$ cat src/rtl/irr_pkg.sv
package irr_pkg;
   localparam logic [7:0]  OFF_SEL      = 8'h00;
   localparam logic [7:0]  OFF_WIN      = 8'h10;
   localparam logic [7:0]  OFF_EOI      = 8'h40;
   localparam logic [7:0]  SEL_ID       = 8'h00;
   localparam logic [7:0]  SEL_VER      = 8'h01;
   localparam logic [7:0]  SEL_ARB      = 8'h02;
   localparam logic [7:0]  SEL_TBL_BASE = 8'h10;
   localparam logic [2:0]  WORD_SIZE    = 3'd4;
   localparam int          ENTRY_W      = 64;
   localparam int          BIT_DSTAT    = 12;
   localparam int          BIT_RIRR     = 14;
   localparam int          BIT_TRIG     = 15;
   localparam int          BIT_MASK     = 16;
   localparam logic [63:0] ENTRY_RW     = 64'hFFFF_0000_0001_AFFF;
   localparam logic [63:0] ENTRY_RST    = 64'h0000_0000_0001_0000;
endpackage

$ cat src/rtl/irr_decode.sv
module irr_decode
   import irr_pkg::*;
#(
   parameter int ADDR_W = 12,
   parameter int PINS   = 24,
   localparam int IDX_W = (PINS > 1) ? $clog2(PINS) : 1
) (
   input  logic              bus_valid,
   input  logic [ADDR_W-1:0] bus_addr,
   input  logic [2:0]        bus_size,
   input  logic [7:0]        sel,
   output logic              acc_sel,
   output logic              acc_win,
   output logic              acc_eoi,
   output logic              tbl_hit,
   output logic [IDX_W-1:0]  tbl_idx,
   output logic              tbl_hi,
   output logic              pick_id,
   output logic              pick_ver
);
   logic [7:0] off;
   logic [7:0] rel;

   assign off      = bus_addr[7:0];
   assign acc_sel  = bus_valid && (off == OFF_SEL);
   assign acc_win  = bus_valid && (off == OFF_WIN) && (bus_size == WORD_SIZE);
   assign acc_eoi  = bus_valid && (off == OFF_EOI) && (bus_size == WORD_SIZE);

   assign rel      = sel - SEL_TBL_BASE;
   assign tbl_hit  = (sel >= SEL_TBL_BASE) && ({1'b0, rel[7:1]} < 8'(PINS));
   assign tbl_idx  = IDX_W'(rel[7:1]);
   assign tbl_hi   = rel[0];
   assign pick_id  = (sel == SEL_ID) || (sel == SEL_ARB);
   assign pick_ver = (sel == SEL_VER);
endmodule

$ cat src/rtl/irr_entry.sv
module irr_entry
   import irr_pkg::*;
(
   input  logic        clk,
   input  logic        rst_n,
   input  logic        wr_lo,
   input  logic        wr_hi,
   input  logic [31:0] wdata,
   input  logic        rirr_set,
   input  logic        rirr_clr,
   input  logic        dstat,
   output logic [63:0] entry_o
);
   logic [63:0] rw_q, rw_d;
   logic        rirr_q;
   logic        wr_any;

   assign wr_any = wr_lo || wr_hi;

   always_comb begin
      rw_d = rw_q;
      if (wr_lo) rw_d = {rw_q[63:32], wdata} & ENTRY_RW;
      else if (wr_hi) rw_d = {wdata, rw_q[31:0]} & ENTRY_RW;
   end

   always_ff @(posedge clk) begin
      if (!rst_n) begin
         rw_q   <= ENTRY_RST;
         rirr_q <= 1'b0;
      end else begin
         rw_q <= rw_d;
         if (wr_any && !rw_d[BIT_TRIG]) rirr_q <= 1'b0;
         else if (rirr_set)             rirr_q <= 1'b1;
         else if (rirr_clr)             rirr_q <= 1'b0;
      end
   end

   always_comb begin
      entry_o            = rw_q;
      entry_o[BIT_DSTAT] = dstat;
      entry_o[BIT_RIRR]  = rirr_q;
   end

   // a low-half write with trigger 0 leaves remote IRR clear
   assert_edge_clears_rirr_R8: assert property (@(posedge clk) disable iff (!rst_n)
      (wr_lo && !wdata[BIT_TRIG]) |=> !entry_o[BIT_RIRR]);

   // a write that keeps level mode does not touch remote IRR
   assert_level_keeps_rirr_R7: assert property (@(posedge clk) disable iff (!rst_n)
      (wr_any && !rirr_set && !rirr_clr) |=>
      (!entry_o[BIT_TRIG] || (entry_o[BIT_RIRR] == $past(entry_o[BIT_RIRR]))));

   // set pulse without a write raises remote IRR
   assert_set_pulse_R11: assert property (@(posedge clk) disable iff (!rst_n)
      (rirr_set && !wr_any) |=> entry_o[BIT_RIRR]);
endmodule

$ cat src/rtl/irr_rdmux.sv
module irr_rdmux
   import irr_pkg::*;
#(
   parameter int          PINS    = 24,
   parameter logic [7:0]  VERSION = 8'h20,
   localparam int         IDX_W   = (PINS > 1) ? $clog2(PINS) : 1
) (
   input  logic [PINS*ENTRY_W-1:0] tbl,
   input  logic                    tbl_hit,
   input  logic [IDX_W-1:0]        tbl_idx,
   input  logic                    tbl_hi,
   input  logic                    pick_id,
   input  logic                    pick_ver,
   input  logic [3:0]              id,
   output logic [31:0]             win_val
);
   localparam logic [31:0] VER_WORD = 32'(VERSION) | (32'(PINS - 1) << 16);
   logic [63:0] ent;

   always_comb begin
      ent = '0;
      for (int p = 0; p < PINS; p++)
         if (tbl_idx == IDX_W'(p)) ent = tbl[p*ENTRY_W +: ENTRY_W];
   end

   always_comb begin
      if (pick_id)       win_val = {4'b0, id, 24'b0};
      else if (pick_ver) win_val = VER_WORD;
      else if (tbl_hit)  win_val = tbl_hi ? ent[63:32] : ent[31:0];
      else               win_val = '0;
   end
endmodule

$ cat src/rtl/intr_route_regs.sv
module intr_route_regs
   import irr_pkg::*;
#(
   parameter int         ADDR_W  = 12,
   parameter int         PINS    = 24,
   parameter logic [7:0] VERSION = 8'h20
) (
   input  logic                    clk,
   input  logic                    rst_n,
   input  logic                    bus_valid,
   input  logic                    bus_write,
   input  logic [ADDR_W-1:0]       bus_addr,
   input  logic [2:0]              bus_size,
   input  logic [31:0]             bus_wdata,
   output logic                    rd_valid,
   output logic [31:0]             rd_data,
   output logic                    eoi_valid,
   output logic [7:0]              eoi_vector,
   input  logic [PINS-1:0]         rirr_set,
   input  logic [PINS-1:0]         rirr_clr,
   input  logic [PINS-1:0]         dstat,
   output logic                    resvc_req,
   output logic [PINS-1:0]         ctr_clr,
   output logic [PINS*ENTRY_W-1:0] route_tbl
);
   localparam int IDX_W = (PINS > 1) ? $clog2(PINS) : 1;

   if (!(VERSION == 8'h11 || VERSION == 8'h20)) begin : g_bad_version
      $error("intr_route_regs: VERSION must be 8'h11 or 8'h20");
   end
   if (PINS < 1 || PINS > 120) begin : g_bad_pins
      $error("intr_route_regs: PINS must lie in 1..120");
   end
   if (ADDR_W < 8) begin : g_bad_addr
      $error("intr_route_regs: ADDR_W must be at least 8");
   end

   logic [7:0]       sel_q;
   logic [3:0]       id_q;
   logic             acc_sel, acc_win, acc_eoi, tbl_hit, tbl_hi, pick_id, pick_ver;
   logic [IDX_W-1:0] tbl_idx;
   logic [31:0]      win_val;
   logic             tbl_wr;

   irr_decode #(.ADDR_W(ADDR_W), .PINS(PINS)) u_dec (
      .bus_valid(bus_valid), .bus_addr(bus_addr), .bus_size(bus_size),
      .sel(sel_q), .acc_sel(acc_sel), .acc_win(acc_win), .acc_eoi(acc_eoi),
      .tbl_hit(tbl_hit), .tbl_idx(tbl_idx), .tbl_hi(tbl_hi),
      .pick_id(pick_id), .pick_ver(pick_ver));

   assign tbl_wr = acc_win && bus_write && tbl_hit;

   for (genvar p = 0; p < PINS; p++) begin : g_ent
      logic hit_p;
      assign hit_p = tbl_wr && (tbl_idx == IDX_W'(p));
      irr_entry u_ent (
         .clk(clk), .rst_n(rst_n),
         .wr_lo(hit_p && !tbl_hi), .wr_hi(hit_p && tbl_hi),
         .wdata(bus_wdata),
         .rirr_set(rirr_set[p]), .rirr_clr(rirr_clr[p]), .dstat(dstat[p]),
         .entry_o(route_tbl[p*ENTRY_W +: ENTRY_W]));
   end

   irr_rdmux #(.PINS(PINS), .VERSION(VERSION)) u_mux (
      .tbl(route_tbl), .tbl_hit(tbl_hit), .tbl_idx(tbl_idx), .tbl_hi(tbl_hi),
      .pick_id(pick_id), .pick_ver(pick_ver), .id(id_q), .win_val(win_val));

   always_ff @(posedge clk) begin
      if (!rst_n) begin
         sel_q     <= '0;
         id_q      <= '0;
         rd_valid  <= 1'b0;
         rd_data   <= '0;
         resvc_req <= 1'b0;
         ctr_clr   <= '0;
      end else begin
         rd_valid  <= bus_valid && !bus_write;
         resvc_req <= tbl_wr;
         ctr_clr   <= '0;
         if (tbl_wr) ctr_clr[tbl_idx] <= 1'b1;
         if (acc_sel && bus_write) sel_q <= bus_wdata[7:0];
         if (acc_win && bus_write && (sel_q == SEL_ID)) id_q <= bus_wdata[27:24];
         if (bus_valid && !bus_write)
            rd_data <= acc_sel ? {24'b0, sel_q} : (acc_win ? win_val : 32'b0);
      end
   end

   if (VERSION == 8'h20) begin : g_eoi_on
      always_ff @(posedge clk) begin
         if (!rst_n) begin
            eoi_valid  <= 1'b0;
            eoi_vector <= '0;
         end else begin
            eoi_valid <= acc_eoi && bus_write;
            if (acc_eoi && bus_write) eoi_vector <= bus_wdata[7:0];
         end
      end
   end else begin : g_eoi_off
      assign eoi_valid  = 1'b0;
      assign eoi_vector = '0;
   end

   // counter clear is one-hot and always travels with the service request
   assert_clr_onehot_R9: assert property (@(posedge clk) disable iff (!rst_n)
      $onehot0(ctr_clr));
   assert_clr_with_resvc_R9: assert property (@(posedge clk) disable iff (!rst_n)
      resvc_req |-> ($countones(ctr_clr) == 1));
   // every EOI pulse stems from a 4-byte write to the EOI offset
   assert_eoi_cause_R10: assert property (@(posedge clk) disable iff (!rst_n)
      eoi_valid |-> $past(bus_valid && bus_write && (bus_addr[7:0] == OFF_EOI)
                          && (bus_size == WORD_SIZE)));
   // read data is flagged only after a read access
   assert_rvalid_cause_R3: assert property (@(posedge clk) disable iff (!rst_n)
      rd_valid |-> $past(bus_valid && !bus_write));
   // the identifier moves only on a write
   assert_id_stable_R5: assert property (@(posedge clk) disable iff (!rst_n)
      !(bus_valid && bus_write) |=> $stable(id_q));
endmodule

$ cat config.mk
export PLATFORM = sky130hd
export DESIGN_NAME = intr_route_regs
export DESIGN_NICKNAME = d
export VERILOG_FILES = /design/src/rtl/irr_pkg.sv /design/src/rtl/irr_decode.sv /design/src/rtl/irr_entry.sv /design/src/rtl/irr_rdmux.sv /design/src/rtl/intr_route_regs.sv
export SDC_FILE = /design/constraint.sdc
export NUM_CORES = 2
export LEC_CHECK = 0
export BUFFER_PORTS_ARGS = -buffer_cell sky130_fd_sc_hd__buf_4
export CORE_AREA = 2 2 674 676
export CTS_BUF_LIST = sky130_fd_sc_hd__clkbuf_16
export DETAILED_ROUTE_END_ITERATION = 10
export DIE_AREA = 0 0 676 678
export REMOVE_ABC_BUFFERS = 1
export SLEW_MARGIN = 20
export SYNTH_ARGS = -nofsm -noshare
export SYNTH_HDL_FRONTEND = slang
export SYNTH_SLANG_ARGS = --single-unit
$ cat constraint.sdc
create_clock -name clk -period 3.1 [get_ports clk]
set_clock_uncertainty 0.05 [all_clocks]
set_input_delay 0.62 -clock clk [delete_from_list [all_inputs] [get_ports clk]]
set_output_delay 0.62 -clock clk [all_outputs]
set_load 0.005 [all_outputs]
==> metrics.txt <==
slew margin rel.=a little over a quarter; violations in the final reports=setup timing; register area share after synthesis=roughly 39%; Initial Utilization=9.65%; Reg2Reg Setup Slack=-0.02 ns; WP data arrival=about 3.7 ns; grt ovf=0; DP Cell Count=12800; Final Slew Violations=0; Routed Antenna Nets=0; Die Span X=676 um; clock sinks=around 850; cell-internal power=0.0173 W; Final Hold Viols=0; GR peak layer=met2; routed wire length=437000 um; dpl hpwl=369000 um; WHS Endpoint=g_ent[10].u_ent.rirr_q; vias post-DR=47200; fin crit period=3.12 ns; layout cell share with drive strength beyond 1=27.6%; number of port buffers=around 980; FF-to-FF End=rd_data[27]; pin slew with the least headroom to its limit=between 1 and 1.5 ns; worst path cell trace=inv_1, ha_4, buf_6, or3b_4, buf_4, nor2_4, a22oi_2, nand4_1, nor3_2, o311a_1, o31ai_1; Mapped Area=43600 um^2; Worst Hold Depth=3; CTS tree=yes; fmax=around 320 MHz; Max IR drop VDD=431 uV; Clock power frac=approximately half; startpoint types=flip-flop; first-pass GRT wire length=529000 um; Hold WC Path Type=primary input to flip-flop; Yosys warning count=0; ys flop type=dfxtp_1; H-tree Lvls=3; Skew-Pair Late Insertion Delay=around 0.78 ns; gpl congestion=approximately 0.96; row cnt=roughly 250; I/O Pins=1726; Clock transition at path regs=0.08 ns; Synth Instances=5687; Total GRT Usage=18.2%; Worst EP required=3.70 ns; total power=about 0.024 W; hold path startpoint=rirr_set[10]; net switching component of the power=roughly 0.0067 W; final period utilization=101%; DR pass1 iterations=6; GR Util met3=10.1%; post-synthesis to final-layout area growth=44.5%; max_cap viols=0; Synth cell types=slightly below 90; clk root buf=clkbuf_16; pin count of the biggest net entering global routing=between 200 and 250; DIE HEIGHT=678 um; final core utilization=13.9%; P_leak=around 24 nW; Post-synth EDFFs=0; Post-synth ARST share=0%; RSZ-0062 raised after global routing=true; vias in the first global route=41900; worst stage delay on the critical path=0.48 ns; Post-Layout Cell Count=between 10000 and 15000; # setup viols final=2; Reg power frac=45.7%; setup ws final=-0.0211 ns; Clock Path Buffers=3; Total Nets Final=7037; CP Class=flip-flop to flip-flop; Core Box Area=451000 um^2; Die ar.=458000 um^2; status=complete, but fails checks; flops & latches, synth=847; syn_area_per_cell=~7.7 um^2; fillers=51700; logic gate share of total power=5.1%; WL/cell=33.7 um; initial antenna violation count=47; Setup crit end kind=flip-flop; switching portion of total power=27.8%; Inserted Clock Buffers=96; GRT met1 Usage=roughly 18%; Power Density=381 nW/um^2; DRC=0; Vias/cell=~3.6; r2r startpoint=sel_q[5]; crit path max fanout=11; Starting DRT DRC Count=5822; GRT met2 Usage=30.6%; worst-case reg-to-reg path depth=11; highest-delay cell along the critical path=nor2_4
critical path: cells and delay by family (launching register included):
| kind | cells | cell delay (ns) |
|---|---|---|
| buf+inv | 3 | 0.42 |
| compound gates | 3 | 0.70 |
| fa+ha+maj | 1 | 0.29 |
| flops | 1 | 0.34 |
| simple gates | 4 | 1.18 |
sequential cells by signal, indices dropped and copies added, names as in the netlist:
name	cells
rd_data	32
eoi_valid	1
eoi_vector	8
ctr_clr	24
rd_valid	1
resvc_req	1
id_q	4
g_ent.u_ent.rw_q	744
sel_q	8
g_ent.u_ent.rirr_q	24
worst max path at each step:
stage                        endpoint  slack, ns  cells past startpoint     start
final                     rd_data[27]      -0.02                     11  sel_q[5]
after global routing      rd_data[10]      -0.03                     15  sel_q[5]
after CTS                 rd_data[10]      -0.02                     13  sel_q[5]
after detailed placement  rd_data[11]      -0.64                     12  sel_q[5]
after global placement    rd_data[11]      -0.95                      9  sel_q[2]
after floorplan           rd_data[10]     -11.35                      3     rst_n
what timing repair did:
item,4_1_cts,5_1_grt
buffers inserted,10,15
gates resized for setup,39,41
setup endpoints to repair,56,62
pin swaps,8,23
hold buffers,0,0
power groups by stage:
stage	Combinational (W)	Sequential, W	Clock [W]
finish	0.00123	0.0110	0.0118
global route	0.00131	0.0109	0.0123
CTS	0.00120	0.0110	0.0120
detailed placement	0.00120	0.0112	0
global placement	0.00120	0.0112	0
floorplan	0.000375	0.0112	0
layer usage:
metal | vias up | wire (um)
met1 | 23200 | 139000
met3 | 573 | 64400
met4 | 20 | 26900
li1 | 20100 | -
met5 | - | 123
met2 | 3288 | 206000
layout make-up:
class | count | area (um^2) | area share, %
Antenna cell | 9 | 22.5 | 0.0358
Clock buffer | 96 | 2400 | 3.82
Clock inverter | 76 | 648 | 1.03
Inverter | 11 | 48.8 | 0.0775
Multi-Input combinational cell | 4369 | 21700 | 34.5
Sequential cell | 847 | 17000 | 27.0
Tap cell | 5976 | 7480 | 11.9
Timing Repair Buffer | 1584 | 13700 | 21.7
metrics by stage:
stage | hold slack [ns] | setup TNS, ns | area (um^2) | setup WS [ns]
global route | 0.0918 | -0.0429 | 62900 | -0.0254
detailed placement | 0.390 | -7.83 | 59200 | -0.639
CTS | 0.0469 | -0.0435 | 62500 | -0.0217
finish | 0.105 | -0.0343 | 62900 | -0.0211
global placement | 0.385 | -8.35 | 59200 | -0.950
floorplan | 0.385 | -6808.29 | 38300 | -11.35
cell families after synthesis:
family / share of synthesized area, %
buffers and inverters: 18.5
multiplexers: 2.48
other: 0.00861
AO/OA/AOI/OAI: 18.6
AND/OR/NAND/NOR: 21.3
adder cells (fa/ha/maj): 0.144
flip-flops: 38.9
placed cells by master, fill, tap and decap left out, drive strengths merged, types with 8 or more instances in the layout:
cell type	netlist	routed
and3	13	13
a211oi	18	18
o211ai	13	13
o21ai	151	151
nor2	188	188
o221ai	14	14
a22oi	95	95
mux2	16	16
clkbuf	184	96
nor4	10	10
a22o	20	20
a21oi	904	904
a221oi	44	44
inv	9	34
nor2b	36	36
diode	0	9
a31oi	22	22
clkinv	2	42
buf	1019	1584
o31ai	10	10
nand4	25	25
mux2i	63	63
nand2b	9	9
o22ai	25	25
dfxtp	847	847
nand2	1703	1703
o2bb2ai	8	8
mux4	12	12
nand3	63	63
conb	1	744
nor3	36	36
Yosys cell counts (9+ instances only):
master | count | area, um^2
buf_2 | 158 | 791
a22o_1 | 20 | 175
a211oi_1 | 18 | 135
o22ai_1 | 25 | 156
nand2b_1 | 9 | 56.3
and3_1 | 13 | 81.3
buf_6 | 23 | 259
o21ai_0 | 148 | 741
clkbuf_1 | 184 | 691
o211ai_1 | 12 | 90.1
a221oi_1 | 44 | 385
nor2b_1 | 36 | 225
a31oi_1 | 22 | 138
nand2_1 | 1678 | 6300
nor2_1 | 135 | 507
mux2_2 | 16 | 180
nand4_1 | 24 | 150
mux2i_1 | 63 | 631
nor3_1 | 28 | 140
o31ai_1 | 9 | 67.6
nor2_8 | 20 | 400
nor2_4 | 26 | 293
nand2_4 | 10 | 113
a22oi_1 | 95 | 713
a21oi_1 | 904 | 4520
dfxtp_1 | 847 | 17000
o221ai_1 | 14 | 123
nand2_2 | 15 | 93.8
nand3_1 | 61 | 305
buf_4 | 828 | 6220
mux4_2 | 12 | 270
inv_1 | 9 | 33.8
Note: power is estimated with default switching activity, not from simulation.
